## src/rtl/phy_pwrseq_pkg.sv

```systemverilog
package phy_pwrseq_pkg;

  typedef enum logic [3:0] {
    ST_IDLE,
    ST_POWER,
    ST_GAP_TPD,
    ST_GAP_RST,
    ST_REL_LANE,
    ST_SRIS,
    ST_POLL,
    ST_CFG,
    ST_READY,
    ST_TIMEOUT,
    ST_DN_PHY,
    ST_DN_TPD
  } seq_state_e;

  function automatic logic state_is_busy(input seq_state_e s);
    return !(s == ST_IDLE || s == ST_READY || s == ST_TIMEOUT);
  endfunction

endpackage

```

## src/rtl/phy_pwrseq_timer.sv

```systemverilog
module phy_pwrseq_timer #(
  parameter int WIDTH = 10
) (
  input  logic             clk,
  input  logic             rst_n,
  input  logic             load_i,
  input  logic [WIDTH-1:0] load_val_i,
  output logic             expired_o
);

  logic [WIDTH-1:0] cnt_q;

  always_ff @(posedge clk or negedge rst_n) begin
    if (!rst_n) begin
      cnt_q <= '0;
    end else if (load_i) begin
      cnt_q <= load_val_i;
    end else if (cnt_q != '0) begin
      cnt_q <= cnt_q - 1'b1;
    end
  end

  assign expired_o = (cnt_q == '0);

endmodule

```

## src/rtl/phy_pwrseq_poll.sv

```systemverilog
module phy_pwrseq_poll #(
  parameter int POLL_CYC  = 4000,
  parameter int MAX_POLLS = 500
) (
  input  logic clk,
  input  logic rst_n,
  input  logic arm_i,
  input  logic run_i,
  output logic tick_o,
  output logic last_o
);

  localparam int PC_W = (POLL_CYC > 1) ? $clog2(POLL_CYC) : 1;
  localparam int NS_W = (MAX_POLLS > 1) ? $clog2(MAX_POLLS) : 1;
  localparam logic [PC_W-1:0] PC_RELOAD = PC_W'(POLL_CYC - 1);
  localparam logic [NS_W-1:0] NS_LAST   = NS_W'(MAX_POLLS - 1);

  logic [PC_W-1:0] gap_q;
  logic [NS_W-1:0] nsamp_q;

  assign tick_o = run_i && (gap_q == '0);
  assign last_o = tick_o && (nsamp_q == NS_LAST);

  always_ff @(posedge clk or negedge rst_n) begin
    if (!rst_n) begin
      gap_q   <= '0;
      nsamp_q <= '0;
    end else if (arm_i) begin
      gap_q   <= PC_RELOAD;
      nsamp_q <= '0;
    end else if (run_i) begin
      if (gap_q == '0) begin
        gap_q   <= PC_RELOAD;
        nsamp_q <= nsamp_q + 1'b1;
      end else begin
        gap_q <= gap_q - 1'b1;
      end
    end
  end

endmodule

```

## src/rtl/phy_pwrseq_cfgwr.sv

```systemverilog
module phy_pwrseq_cfgwr #(
  parameter int ADDR_W = 16,
  parameter int DATA_W = 16
) (
  input  logic              clk,
  input  logic              rst_n,
  input  logic              launch_i,
  input  logic [ADDR_W-1:0] addr_i,
  input  logic [DATA_W-1:0] data_i,
  input  logic              ready_i,
  output logic              valid_o,
  output logic [ADDR_W-1:0] addr_o,
  output logic [DATA_W-1:0] data_o,
  output logic              fire_o
);

  assign fire_o = valid_o && ready_i;

  always_ff @(posedge clk or negedge rst_n) begin
    if (!rst_n) begin
      valid_o <= 1'b0;
      addr_o  <= '0;
      data_o  <= '0;
    end else if (launch_i && !valid_o) begin
      valid_o <= 1'b1;
      addr_o  <= addr_i;
      data_o  <= data_i;
    end else if (fire_o) begin
      valid_o <= 1'b0;
    end
  end

endmodule

```

## src/rtl/phy_pwrseq.sv

```systemverilog
module phy_pwrseq
  import phy_pwrseq_pkg::*;
#(
  parameter int CLK_MHZ    = 100,
  parameter int SETTLE_US  = 10,
  parameter int POLL_US    = 40,
  parameter int TIMEOUT_US = 20000,
  parameter int ADDR_W     = 16,
  parameter int DATA_W     = 16,
  parameter logic [ADDR_W-1:0] CFG_ADDR = ADDR_W'('h22),
  parameter logic [DATA_W-1:0] CFG_DATA = DATA_W'('h00F5)
) (
  input  logic              clk,
  input  logic              rst_n,
  input  logic              start_i,
  input  logic              disable_i,
  input  logic              lane_ack_i,
  output logic              phy_rst_o,
  output logic              phy_rst_ovrd_o,
  output logic              lane_rst_n_o,
  output logic              lane_rst_ovrd_o,
  output logic              ana_pwr_en_o,
  output logic              pcs_pwr_stable_o,
  output logic              pma_pwr_stable_o,
  output logic              test_pd_o,
  output logic              sris_rx_en_o,
  output logic              cfg_valid_o,
  input  logic              cfg_ready_i,
  output logic [ADDR_W-1:0] cfg_addr_o,
  output logic [DATA_W-1:0] cfg_data_o,
  output logic              busy_o,
  output logic              ready_o,
  output logic              done_o,
  output logic              timeout_o
);

  localparam int SETTLE_CYC = CLK_MHZ * SETTLE_US;
  localparam int POLL_CYC   = CLK_MHZ * POLL_US;
  localparam int MAX_POLLS  = (TIMEOUT_US + POLL_US - 1) / POLL_US;
  localparam int ST_W       = (SETTLE_CYC > 1) ? $clog2(SETTLE_CYC) : 1;
  localparam logic [ST_W-1:0] SETTLE_LD = ST_W'(SETTLE_CYC - 1);

  seq_state_e state_q;
  logic       tmr_load, tmr_exp;
  logic       poll_arm, poll_run, poll_tick, poll_last;
  logic       cfg_launch, cfg_fire;
  logic       req_ok;

  assign busy_o   = state_is_busy(state_q);
  assign req_ok   = !busy_o;
  assign tmr_load = (state_q == ST_POWER) ||
                    (state_q == ST_GAP_TPD && tmr_exp);
  assign poll_arm = (state_q == ST_SRIS);
  assign poll_run = (state_q == ST_POLL);
  assign cfg_launch = poll_tick && !lane_ack_i;

  phy_pwrseq_timer #(.WIDTH(ST_W)) u_gap (
    .clk        (clk),
    .rst_n      (rst_n),
    .load_i     (tmr_load),
    .load_val_i (SETTLE_LD),
    .expired_o  (tmr_exp)
  );

  phy_pwrseq_poll #(.POLL_CYC(POLL_CYC), .MAX_POLLS(MAX_POLLS)) u_poll (
    .clk    (clk),
    .rst_n  (rst_n),
    .arm_i  (poll_arm),
    .run_i  (poll_run),
    .tick_o (poll_tick),
    .last_o (poll_last)
  );

  phy_pwrseq_cfgwr #(.ADDR_W(ADDR_W), .DATA_W(DATA_W)) u_cfg (
    .clk      (clk),
    .rst_n    (rst_n),
    .launch_i (cfg_launch),
    .addr_i   (CFG_ADDR),
    .data_i   (CFG_DATA),
    .ready_i  (cfg_ready_i),
    .valid_o  (cfg_valid_o),
    .addr_o   (cfg_addr_o),
    .data_o   (cfg_data_o),
    .fire_o   (cfg_fire)
  );

  always_ff @(posedge clk or negedge rst_n) begin
    if (!rst_n) begin
      state_q          <= ST_IDLE;
      phy_rst_o        <= 1'b1;
      phy_rst_ovrd_o   <= 1'b0;
      lane_rst_n_o     <= 1'b0;
      lane_rst_ovrd_o  <= 1'b0;
      ana_pwr_en_o     <= 1'b0;
      pcs_pwr_stable_o <= 1'b0;
      pma_pwr_stable_o <= 1'b0;
      test_pd_o        <= 1'b1;
      sris_rx_en_o     <= 1'b0;
      ready_o          <= 1'b0;
      done_o           <= 1'b0;
      timeout_o        <= 1'b0;
    end else begin
      done_o <= 1'b0;
      unique case (state_q)
        ST_IDLE, ST_READY, ST_TIMEOUT: begin
          if (req_ok && disable_i) begin
            lane_rst_n_o    <= 1'b0;
            lane_rst_ovrd_o <= 1'b1;
            ready_o         <= 1'b0;
            timeout_o       <= 1'b0;
            state_q         <= ST_DN_PHY;
          end else if (req_ok && start_i) begin
            phy_rst_o       <= 1'b1;
            phy_rst_ovrd_o  <= 1'b1;
            lane_rst_n_o    <= 1'b0;
            lane_rst_ovrd_o <= 1'b1;
            test_pd_o       <= 1'b1;
            sris_rx_en_o    <= 1'b0;
            ready_o         <= 1'b0;
            timeout_o       <= 1'b0;
            state_q         <= ST_POWER;
          end
        end
        ST_POWER: begin
          ana_pwr_en_o     <= 1'b1;
          pcs_pwr_stable_o <= 1'b1;
          pma_pwr_stable_o <= 1'b1;
          state_q          <= ST_GAP_TPD;
        end
        ST_GAP_TPD: begin
          if (tmr_exp) begin
            test_pd_o <= 1'b0;
            state_q   <= ST_GAP_RST;
          end
        end
        ST_GAP_RST: begin
          if (tmr_exp) begin
            phy_rst_o <= 1'b0;
            state_q   <= ST_REL_LANE;
          end
        end
        ST_REL_LANE: begin
          lane_rst_n_o <= 1'b1;
          state_q      <= ST_SRIS;
        end
        ST_SRIS: begin
          sris_rx_en_o <= 1'b1;
          state_q      <= ST_POLL;
        end
        ST_POLL: begin
          if (poll_tick) begin
            if (!lane_ack_i) begin
              state_q <= ST_CFG;
            end else if (poll_last) begin
              timeout_o <= 1'b1;
              done_o    <= 1'b1;
              state_q   <= ST_TIMEOUT;
            end
          end
        end
        ST_CFG: begin
          if (cfg_fire) begin
            ready_o <= 1'b1;
            done_o  <= 1'b1;
            state_q <= ST_READY;
          end
        end
        ST_DN_PHY: begin
          phy_rst_o      <= 1'b1;
          phy_rst_ovrd_o <= 1'b1;
          state_q        <= ST_DN_TPD;
        end
        ST_DN_TPD: begin
          test_pd_o <= 1'b1;
          done_o    <= 1'b1;
          state_q   <= ST_IDLE;
        end
        default: state_q <= ST_IDLE;
      endcase
    end
  end

endmodule

```

## config.mk

```make
export PLATFORM = sky130hd
export DESIGN_NAME = phy_pwrseq
export DESIGN_NICKNAME = d
export VERILOG_FILES = /design/src/rtl/phy_pwrseq_pkg.sv /design/src/rtl/phy_pwrseq_timer.sv /design/src/rtl/phy_pwrseq_poll.sv /design/src/rtl/phy_pwrseq_cfgwr.sv /design/src/rtl/phy_pwrseq.sv
export SDC_FILE = /design/constraint.sdc
export NUM_CORES = 1
export LEC_CHECK = 0
export BUFFER_PORTS_ARGS = -buffer_cell sky130_fd_sc_hd__buf_4
export CAP_MARGIN = 10
export CELL_PAD_IN_SITES_DETAIL_PLACEMENT = 1
export CELL_PAD_IN_SITES_GLOBAL_PLACEMENT = 1
export CORE_AREA = 3 3 84 86
export DETAILED_ROUTE_END_ITERATION = 6
export DIE_AREA = 0 0 87 89
export HOLD_SLACK_MARGIN = 0.02
export PLACE_DENSITY = 0.92
export REMOVE_ABC_BUFFERS = 1
export SYNTH_ARGS = -nofsm -noshare
export SYNTH_HDL_FRONTEND = slang
export SYNTH_SLANG_ARGS = --single-unit
```

## constraint.sdc

```tcl
create_clock -name clk -period 5.5 [get_ports clk]
set_clock_uncertainty 0.15 [all_clocks]
set_input_delay 0.825 -clock clk [delete_from_list [all_inputs] [get_ports clk]]
set_output_delay 0.825 -clock clk [all_outputs]
set_load 0.005 [all_outputs]
```

### Yosys cells after proc, flatten, opt, wreduce, memory -nomap -nowiden

Cells that the tools add are included.
Widths: inputs -> output; s select.

* add/sub/neg operators: 3
* multipliers: 0
* div/mod/pow operators: 0
* order comparisons: 0
* eq/ne operators: 22
* shifts and indexed selects: 0
* muxes and demuxes: 42
* bitwise operators: 0
* reduce and logical (&&, ||, !) cells: 41

Operator list (number)
* $mux 12: 3
* $pmux 4 s9: 1
* $mux 4: 8
* $mux 9: 3
* $mux 10: 2
* $reduce_bool 2->1: 10
* $mux 1: 17
* $eq 4x3->1 const B: 4
* $eq 4x4->1 const B: 4
* $ne 2x2->1 const B: 8
* $logic_not 12->1: 1
* $sub 12x1->12 const B: 1
* $logic_not 10->1: 1
* $pmux 1 s2: 5
* $reduce_bool 10->1: 1
* $sub 10x1->10 const B: 1
* $add 9x1->9 const B: 1
* $eq 9x9->1 const B: 1
* $pmux 1 s3: 3
* $reduce_and 3->1: 3
* $eq 4x2->1 const B: 2
* $logic_and 1x1->1: 8
* $reduce_and 4->1: 2
* $ne 3x3->1 const B: 2
* other kinds (9): 16

* register bits: 48
* bits in latches: 0
* RAM bits: 0
* ROM bits: 0
* input bits: 6
* output and inout port bits: 46
* logic and storage cells: 125
* memories: 0

### Logic depth before layout (Yosys ltp)

* depth in word-level cells: 7
* depth in mapped cells: 8
* gate-level depth less buffers: 7

### Hierarchy

A second synthesis with hierarchy kept.

* cells, all modules: 347
* area, all modules: 3962.6 µm²

Modules (own cells, without submodules)
* phy_pwrseq_cfgwr: instances 1, cells an instance 73, area each 1390.1 µm², sequential area each 825.8 µm²
* phy_pwrseq_poll: instances 1, cells an instance 113, area each 1103.6 µm², sequential area each 525.5 µm²
* phy_pwrseq: instances 1, cells an instance 93, area each 848.3 µm², sequential area each 352.8 µm²
* phy_pwrseq_timer: instances 1, cells an instance 68, area each 620.6 µm², sequential area each 250.2 µm²

### Worst setup path after synthesis

OpenSTA, ideal clock, no wires.

* kind: register -> register
* start point: register u_poll.gap_q[0]
* end point: register state_q[3]
* setup time: 79 ps
* data arrival time: 1919 ps
* required time: 5271 ps
* path slack: 3351 ps
* stages on the path, launching flop included: 8
* path buffers: 0
* period minus slack after synthesis: 2149 ps
* path through: dfrtp_1 inv_1 ha_1 or4b_4 o31ai_4 nand4_2 a31oi_2 mux2i_1

* cells in the longest elaborated chain, start to end: 5
* elaborated cells on any way between the ends: 6
* those cells by class: eq/ne: 2; reduce/logical: 4

RTL lines
* from (decl): line phy_pwrseq_poll.sv:18 `logic [PC_W-1:0] gap_q;`
* from (signal assigned): line phy_pwrseq_poll.sv:36 `gap_q <= gap_q - 1'b1;`
* $logic_not 12->1 (*): line phy_pwrseq_poll.sv:21 `assign tick_o = run_i && (gap_q == '0);`
* $logic_and 1x1->1 (*): line phy_pwrseq_poll.sv:21
* $logic_and 1x1->1: line phy_pwrseq_poll.sv:22 `assign last_o = tick_o && (nsamp_q == NS_LAST);`
* $ne 3x3->1 (no line)
* $reduce_and 6->1 (no line) (*)
* to (signal assigned): line phy_pwrseq.sv:89 `state_q <= ST_IDLE;`
* to (signal assigned): line phy_pwrseq.sv:111 `state_q <= ST_DN_PHY;`
* to (signal assigned): line phy_pwrseq.sv:121 `state_q <= ST_POWER;`
* to (decl): line phy_pwrseq.sv:43 `seq_state_e state_q;`

Mark *: on every way between the ends. The rest lies on a longest branch, timed or not.
A chain may end at the register's enable or synchronous reset.

### Worst setup path in the final report

* start point: register state_q[1]
* end point: register u_poll.nsamp_q[3]

* cells in the longest elaborated chain, start to end: 3
* elaborated cells on any way between the ends: 6
* those cells by class: eq/ne: 2; mux: 1; reduce/logical: 3

RTL lines
* $eq 4x3->1, on equally long branches: line phy_pwrseq.sv:53, phy_pwrseq.sv:54
* $reduce_bool 2->1 (no line)
* $reduce_and 2->1 (no line)
* to (signal assigned): line phy_pwrseq_poll.sv:34 `nsamp_q <= nsamp_q + 1'b1;`
* to (decl): line phy_pwrseq_poll.sv:19 `logic [NS_W-1:0] nsamp_q;`

Several ways; a longest one is shown, not always the timed one.

==> flow_summary.yaml <==
sta:
  maxSlewHeadroom_pct: 42.1
  min_period_ps: 2720
  fmax_ghz: 0.368
  grt_setup_unrepaired: "no"
  worstMarginPinSlew_ps: 861
  fin_tns_setup_ps: 0
  period_share_pct: 49.4
  hold_viol: 0
  maxSlewViolCount: 0
  setup_violations: 0
detailed_routing:
  ant_nets: 0
  route.vias.total: 2201
  highest-signal-layer: "met4"
  drt-met1-wl_mm: 2.82
  wl_met2_mm: 3.40
  first_iter_violations: 146
  firstDrtPassIters: 4
  drt-total-wl_mm: 6.66
  wire_per_inst_um: 16.7
  drc: 0
  dr_wl_met3_um: 351
  via_per_inst: 5.53
worst_setup_path:
  worstPathCellList: "nand4bb_1, nor4_4, nand4_1, xor2_1, nor2_1"
  timing.rr.end: "u_poll.nsamp_q[3]$_DFFE_PN0P_"
  reg2reg_depth: 5
  startpoint: "state_q[1]$_DFFE_PN0P_"
  slowest_stage: "dfrtp_1"
  cp.arrival_ps: 2730
  cp_max_fo: 21
  critPathKind: "reg -> reg"
  ff2ff_setup_slack_ps: 2780
  critPathBufInv: 0
  r2r-start: "state_q[1]$_DFFE_PN0P_"
  worstPathRequired_ps: 5520
  endpoint_kind: "register"
  cp_top_family: "simple AND/OR/NAND/NOR gates"
  critPathLaunchType: "register"
  slowest_delay_ps: 760
cts:
  clk_path_buf_depth: 2
  cts_resized: 0
  cts_buffers: 5
  cts-root-buf: "clkbuf_8"
  clock_sinks: 47
  path_clk_slew_ps: 90
  clkLatencyLatePin_ps: 300
  post-cts-setup-buffers: 0
  cts_tree: "yes"
  cts.htree.levels: 2
  cts_hold_buf: 0
synthesis:
  yosysTopAreaCellShare_pct: 40.1
  synthArstFlopShare_pct: 100
  synth_area_sq_um: 2810
  synth_seq_cells: 47
  ys_top_cells_by_area: "dfrtp_1, buf_4, nand2_1"
  ys_types: 57
  synth_top_area_cell: "dfrtp_1"
  synth_enable_flop_cells: 0
  seq_area_frac_synth_pct: 41.9
  ys.flop_type: "dfrtp_1"
  syn_inst: 304
  syn_area_per_cell_sq_um: 9.25
  ys.warnings.count: 0
finish:
  stdcell_count: 398
  area_delta_synth_final_pct: 8.14
  drive_above_1_share_pct: 14.0
  layout.nets: 331
  layout_commonest_cell: "dfrtp_1"
  nFillCells: 736
  n_antenna_cell: 0
  final_cell_mix: "dfrtp_1, nand2_1, buf_4"
pwr:
  leakagePower_nw: 1.39
  vdd_ir_drop_max_v: 0.000187
  powerDensity_nw_per_um2: 447
  combPwrFrac_pct: 35.1
  clkPwrFrac_pct: 22.5
  power.switching_mw: 0.520
  power_frac_seq_pct: 42.5
  intPower_mw: 0.838
  switching_share_pct: 38.3
die:
  core_area_sq_um: 6350
  start_util_pct: 44.3
  die-area_sq_um: 7740
  fp.dieW_um: 87
  rows: 29
  die_h_um: 89
  io_pins: 52
min_path:
  min_to: "phy_rst_ovrd_o$_DFFE_PN0P_"
  hp-start: "phy_rst_ovrd_o$_DFFE_PN0P_"
  hp-class: "reg -> reg"
  min_path_cells: 1
grt:
  grt_first_pass_wirelength_mm: 11.1
  antenna_found_initial: 0
  grt_use_total_pct: 18.3
  grt_pass1_vias: 2305
  grt-ovfl-total: 0
  grt_max_degree: 48
job:
  max_cap_viol_count: 0
placement:
  gp_congestion: 0.769
  place_inst: 390
  portBuffers: 27
  dp_hpwl_mm: 4.76
outcome:
  status: "completed"
## kinds of logic (layout without fill, tap and decap cells)
family	count (synthesis)	after routing	synth area share [%]
xor+xnor	20	20	6.23
flops	47	47	41.9
compound gates	53	53	13.0
simple gates	124	124	23.8
other cells	1	24	0.133
mux	3	3	1.11
fa+ha+maj	5	5	2.23
buf+inv	51	45	11.6
## cell usage after synthesis (5+ instances only)
| master | n |
|---|---|
| dfrtp_1 | 45 |
| nand2_1 | 39 |
| buf_4 | 34 |
| nor2_1 | 22 |
| o21ai_0 | 16 |
| xor2_1 | 15 |
| inv_1 | 10 |
| nand4_1 | 10 |
| a21oi_1 | 8 |
| nor3_1 | 8 |
| nand2b_1 | 7 |
| nor2b_1 | 7 |
| nand3_1 | 6 |
| clkbuf_1 | 5 |
| ha_1 | 5 |
| xnor2_1 | 5 |
## cell type report
| type | count | area [sq um] | share of cell area (%) |
|---|---|---|---|
| clock buffer | 6 | 72.6 | 2.39 |
| sequential | 47 | 1180 | 38.8 |
| inverter | 10 | 37.5 | 1.23 |
| timing repair buffer | 27 | 203 | 6.67 |
| clock inverter | 2 | 60.1 | 1.98 |
| tap | 77 | 96.3 | 3.17 |
| multi-input combinational | 229 | 1390 | 45.8 |
## worst max path at each step
stage / endpoint / depth (start not counted)
after floorplan: u_poll.nsamp_q[0]$_DFFE_PN0P_ / 7
after global placement: u_poll.nsamp_q[0]$_DFFE_PN0P_ / 5
after detailed placement: u_poll.nsamp_q[0]$_DFFE_PN0P_ / 5
after CTS: u_poll.nsamp_q[3]$_DFFE_PN0P_ / 5
after global routing: u_poll.nsamp_q[0]$_DFFE_PN0P_ / 5
final: u_poll.nsamp_q[3]$_DFFE_PN0P_ / 5
## routing by layer
metal | vias up | GRT usage, %
met5 | - | 0
met4 | 0 | 6.23
met3 | 7 | 3.96
met2 | 63 | 33.3
met1 | 1098 | 21.2
li1 | 1033 | -
## power groups by stage
stage / Clock (mW) / Sequential, mW / Combinational [mW]
2_1_floorplan: 0 / 0.547 / 0.338
3_3_place_gp: 0 / 0.570 / 0.443
3_5_place_dp: 0 / 0.581 / 0.474
4_1_cts: 0.309 / 0.575 / 0.481
5_1_grt: 0.323 / 0.596 / 0.538
6_report: 0.305 / 0.577 / 0.476
## through the flow
stage | area (sq um) | setup slack, ps | power [mW] | utilization (%) | hold WS, ps
5_1_grt | 3040 | 2560 | 1.46 | 47.9 | 357
4_1_cts | 3040 | 2820 | 1.37 | 47.9 | 345
6_report | 3040 | 2780 | 1.36 | 47.9 | 340
2_1_floorplan | 2610 | 3280 | 0.885 | - | 312
3_5_place_dp | 2910 | 2860 | 1.06 | 45.8 | 317
3_3_place_gp | 2910 | 2960 | 1.01 | 45.8 | 312
## worst register-to-register path, stage by stage, from the launching register on
cell and delay, ps:
dfrtp_1 760, nand4bb_1 410, nor4_4 720, nand4_1 230
xor2_1 230, nor2_1 70
## registers in the layout, summed over array words and instances (netlist names)
signal and cells:
lane_rst_n_o 1, u_gap.cnt_q 10, u_cfg.valid_o 1, timeout_o 1
done_o 1, test_pd_o 1, state_q 4, sris_rx_en_o 1
ready_o 1, pma_pwr_stable_o 1, u_poll.gap_q 12, u_poll.nsamp_q 9
phy_rst_o 1, u_cfg.addr_o 1, lane_rst_ovrd_o 1, phy_rst_ovrd_o 1
Power figures use the tool's default switching activity.
